## config.mk

```make
export PLATFORM = sky130hd
export DESIGN_NAME = ripple_addsub
export DESIGN_NICKNAME = d
export VERILOG_FILES = /design/src/rtl/addsub_pkg.sv /design/src/rtl/fa_cell.sv /design/src/rtl/operand_prep.sv /design/src/rtl/carry_chain.sv /design/src/rtl/flag_unit.sv /design/src/rtl/ripple_addsub.sv
export SDC_FILE = /design/constraint.sdc
export NUM_CORES = 1
export LEC_CHECK = 0
export BUFFER_PORTS_ARGS = -buffer_cell sky130_fd_sc_hd__buf_4
export CORE_UTILIZATION = 38
export DETAILED_ROUTE_END_ITERATION = 8
export GPL_TIMING_DRIVEN = 0
export PLACE_DENSITY = 0.84
export REMOVE_ABC_BUFFERS = 1
export SLEW_MARGIN = 20
export SYNTH_ARGS = -nofsm -noshare
export SYNTH_HDL_FRONTEND = slang
export SYNTH_HIERARCHICAL = 1
export SYNTH_SLANG_ARGS = --single-unit
export TNS_END_PERCENT = 10
```

## constraint.sdc

```tcl
create_clock -name vclk -period 6.5
set_input_delay 0.65 -clock vclk [all_inputs]
set_output_delay 0.65 -clock vclk [all_outputs]
set_load 0.005 [all_outputs]
```

## src/rtl/addsub_pkg.sv

```systemverilog
package addsub_pkg;

    // Carry status of one bit position; exactly one field is set.
    typedef struct packed {
        logic gen;
        logic prop;
        logic del;
    } carry_stat_t;

    // Everything one cell produces.
    typedef struct packed {
        logic        sum;
        logic        co;
        carry_stat_t stat;
    } cell_out_t;

endpackage

```

## src/rtl/fa_cell.sv

```systemverilog
module fa_cell
    import addsub_pkg::*;
(
    input  logic        a_i,
    input  logic        b_i,
    input  logic        ci_i,
    output logic        sum_o,
    output logic        co_o,
    output carry_stat_t stat_o
);

    cell_out_t cell_d;

    always_comb begin
        cell_d           = '0;
        cell_d.stat.gen  = a_i & b_i;
        cell_d.stat.del  = ~a_i & ~b_i;
        cell_d.stat.prop = a_i ^ b_i;
        // Carry from G and P'; P' is shared with the sum.
        cell_d.co        = cell_d.stat.gen | (cell_d.stat.prop & ci_i);
        cell_d.sum       = cell_d.stat.prop ^ ci_i;
    end

    assign sum_o  = cell_d.sum;
    assign co_o   = cell_d.co;
    assign stat_o = cell_d.stat;

endmodule

```

## src/rtl/operand_prep.sv

```systemverilog
module operand_prep #(
    parameter int N = 8
) (
    input  logic [N-1:0] b_i,
    input  logic         sub_i,
    input  logic         cin_i,
    output logic [N-1:0] b_eff_o,
    output logic         c0_o
);

    for (genvar i = 0; i < N; i++) begin : g_inv
        assign b_eff_o[i] = b_i[i] ^ sub_i;
    end

    // Subtraction forces the +1 of the two's complement; cin is dropped.
    assign c0_o = sub_i ? 1'b1 : cin_i;

endmodule

```

## src/rtl/carry_chain.sv

```systemverilog
module carry_chain
    import addsub_pkg::*;
#(
    parameter int N = 8
) (
    input  logic          [N-1:0] a_i,
    input  logic          [N-1:0] b_i,
    input  logic                  c0_i,
    output logic          [N-1:0] sum_o,
    output logic          [N:0]   carry_o,
    output carry_stat_t   [N-1:0] stat_o
);

    logic [N:0] c_d;

    assign c_d[0] = c0_i;

    for (genvar i = 0; i < N; i++) begin : g_cell
        fa_cell u_cell (
            .a_i   (a_i[i]),
            .b_i   (b_i[i]),
            .ci_i  (c_d[i]),
            .sum_o (sum_o[i]),
            .co_o  (c_d[i+1]),
            .stat_o(stat_o[i])
        );
    end

    assign carry_o = c_d;

endmodule

```

## src/rtl/flag_unit.sv

```systemverilog
module flag_unit #(
    parameter int N = 8
) (
    input  logic [N-1:0] sum_i,
    input  logic [N:0]   carry_i,
    output logic         cout_o,
    output logic         ovf_o,
    output logic         sign_o
);

    localparam int MSB = N - 1;

    assign cout_o = carry_i[N];
    assign ovf_o  = carry_i[N] ^ carry_i[MSB];
    assign sign_o = sum_i[MSB];

endmodule

```

## src/rtl/ripple_addsub.sv

```systemverilog
module ripple_addsub
    import addsub_pkg::*;
#(
    parameter int N = 8
) (
    input  logic [N-1:0] a_i,
    input  logic [N-1:0] b_i,
    input  logic         sub_i,
    input  logic         cin_i,
    output logic [N-1:0] sum_o,
    output logic         cout_o,
    output logic         ovf_o,
    output logic         sign_o,
    output logic [N-1:0] gen_o,
    output logic [N-1:0] prop_o,
    output logic [N-1:0] del_o
);

    localparam int MSB = N - 1;

    logic        [N-1:0] b_eff_d;
    logic                c0_d;
    logic        [N:0]   carry_d;
    carry_stat_t [N-1:0] stat_d;

    operand_prep #(.N(N)) u_prep (
        .b_i    (b_i),
        .sub_i  (sub_i),
        .cin_i  (cin_i),
        .b_eff_o(b_eff_d),
        .c0_o   (c0_d)
    );

    carry_chain #(.N(N)) u_chain (
        .a_i    (a_i),
        .b_i    (b_eff_d),
        .c0_i   (c0_d),
        .sum_o  (sum_o),
        .carry_o(carry_d),
        .stat_o (stat_d)
    );

    flag_unit #(.N(N)) u_flags (
        .sum_i  (sum_o),
        .carry_i(carry_d),
        .cout_o (cout_o),
        .ovf_o  (ovf_o),
        .sign_o (sign_o)
    );

    for (genvar i = 0; i < N; i++) begin : g_stat
        assign gen_o[i]  = stat_d[i].gen;
        assign prop_o[i] = stat_d[i].prop;
        assign del_o[i]  = stat_d[i].del;
    end

    // Behavioural cross-checks against the ports.
    logic [N:0] ref_add_d;
    logic [N:0] ref_sub_d;

    always_comb begin
        ref_add_d = {1'b0, a_i} + {1'b0, b_i} + {{N{1'b0}}, cin_i};
        ref_sub_d = {1'b0, a_i} + {1'b0, ~b_i} + {{N{1'b0}}, 1'b1};
        if (!sub_i) begin
            assert_add_result_R1: assert ({cout_o, sum_o} == ref_add_d);
        end else begin
            // result matches A - B whatever cin_i is.
            assert_sub_result_R2: assert ({cout_o, sum_o} == ref_sub_d);
        end
        assert_signed_overflow_R4: assert (ovf_o ==
            ((a_i[MSB] == b_eff_d[MSB]) && (sum_o[MSB] != a_i[MSB])));
        for (int i = 0; i < N; i++) begin
            assert_status_onehot_R9: assert ($countones({gen_o[i], prop_o[i], del_o[i]}) == 1);
        end
    end

endmodule

```

==> impl_metrics.csv <==
group,metric,value,unit
timing,hold_viol_final,0,
critical_path,worstSetupStartpoint,"sub_i",
outcome,status,"finished clean",
pwr,p_total,0.105,mW
finish,fin_area,922,µm²
floorplanning,dieArea,1550,µm²
finish,antenna_cells,0,
run,drv_cap,0,
critical_path,crit_fanout,9,
timing,worst_slew_pin_slew,0.335,ns
global_route,grt_pass1_wl,1570,µm
critical_path,arrival,4.55,ns
timing,slew_headroom,0.776,
critical_path,cp.required,5.85,ns
timing,post-route-min-period,5.20,ns
drt,drt-total-wl,1170,µm
clock_network,ctsResizeCount,0,
hold_path,hold_class,"in -> out",
timing,clock.fmax,192,MHz
floorplanning,initial_core_util,0.409,
drt,num_vias,523,
timing,timing.final.crit_share,0.800,
logic_synthesis,ys_warn_count,6,
critical_path,critical_path_class,"in -> out",
critical_path,end_kind,"output pin",
floorplanning,core_area,1300,µm²
drt,dr.pass1.iters,2,
timing,tns,0,ns
drt,drc,0,
finish,syn_to_final_growth,73.4,%
logic_synthesis,synth_cells,53,
timing,drv_slew,0,
logic_synthesis,synth_area,532,µm²
global_route,grt_overflow,0,
timing,finalWorstSetupSlack,1.30,ns
clock_network,cts_hold_buf,0,
critical_path,startpoint_type,"primary input",
placed_design,gp_congestion,0.655,
placed_design,post_dp_cell_area,922,µm²
floorplanning,die_h,39.4,µm
floorplanning,num_rows,13,
drt,wl_per_cell,9.87,µm
critical_path,timing.critical_path.to,"ovf_o",
global_route,grt_max_degree,10,
finish,drive_above_1_share,0.515,
placed_design,dp_slack,1.27,ns
timing,setup_viol,0,
finish,regArea,0,µm²
drt,vias_per_cell,4.43,
pwr,ir_drop,0.0744,mV
finish,layout.nets,147,
floorplanning,die_x,39.4,µm
pwr,power.leakage,0.567,nW
floorplanning,io_pins,53,
placed_design,io_buffers,53,
finish,clock_buffers,0,
global_route,grt_use_total,0.138,
global_route,grt_pass1_vias,422,
global_route,antenna_found_initial,0,
placed_design,hpwl,1120,µm
drt,ant_nets,0,
finish,seq_cells,0,
clock_network,cts_setup_buffers,0,
pwr,powerDensity,114,nW/µm²
drt,drt_iter0_markers,2,
timing,rsz0062_at_grt,"false",
logic_synthesis,avgSynthCellArea,10.0,µm²
==> where the power goes <==
part	switching [mW]	internal (mW)	leakage [nW]
combinational	0.0421	0.0626	0.567
clock	0	0	0
sequential	0	0	0
==> worst min-delay path by stage <==
| stage | slack (ns) | end | from | cells after the start |
|---|---|---|---|---|
| 6_report | 1.63 | gen_o[4] | a_i[4] | 3 |
| 5_1_grt | 1.65 | gen_o[5] | a_i[5] | 3 |
| 4_1_cts | 1.64 | gen_o[4] | a_i[4] | 3 |
| 3_5_place_dp | 1.64 | gen_o[4] | a_i[4] | 3 |
| 3_3_place_gp | 1.63 | gen_o[0] | a_i[0] | 3 |
| 2_1_floorplan | 1.44 | gen_o[0] | a_i[0] | 1 |
==> cells in the final DEF, fill, tap and decap left out <==
master,n
fa_1,8
buf_4,53
inv_1,16
xor2_1,9
ha_1,16
or2_1,1
==> through the flow <==
step                 util  instances  hold slack (ns)
detailed placement  0.709        118             1.64
floorplan               -         50             1.44
finish              0.709        118             1.63
global route        0.709        118             1.65
global placement    0.709        118             1.63
CTS                 0.709        118             1.64
==> cell type report <==
class                           count  area (µm²)
Fill cell                         109         379
Inverter                           16        60.1
Multi-Input combinational cell     34         445
Tap cell                           15        18.8
Timing Repair Buffer               53         398
==> metal layers <==
metal	up-vias	global-route usage	share of wire	routed length, µm
li1	248	-	-	-
met5	-	0	0	0
met1	236	0.145	0.33	383
met3	0	0.0284	0.15	172
met4	0	0	0	0
met2	39	0.287	0.52	609
==> worst max-delay path, stage by stage <==
cell	delay, ns
buf_4	0.16
xor2_1	0.21
fa_1	0.43
fa_1	0.40
fa_1	0.39
fa_1	0.38
fa_1	0.39
fa_1	0.39
fa_1	0.42
fa_1	0.41
xor2_1	0.17
buf_4	0.13
Note: power is estimated with default switching activity, not from simulation.
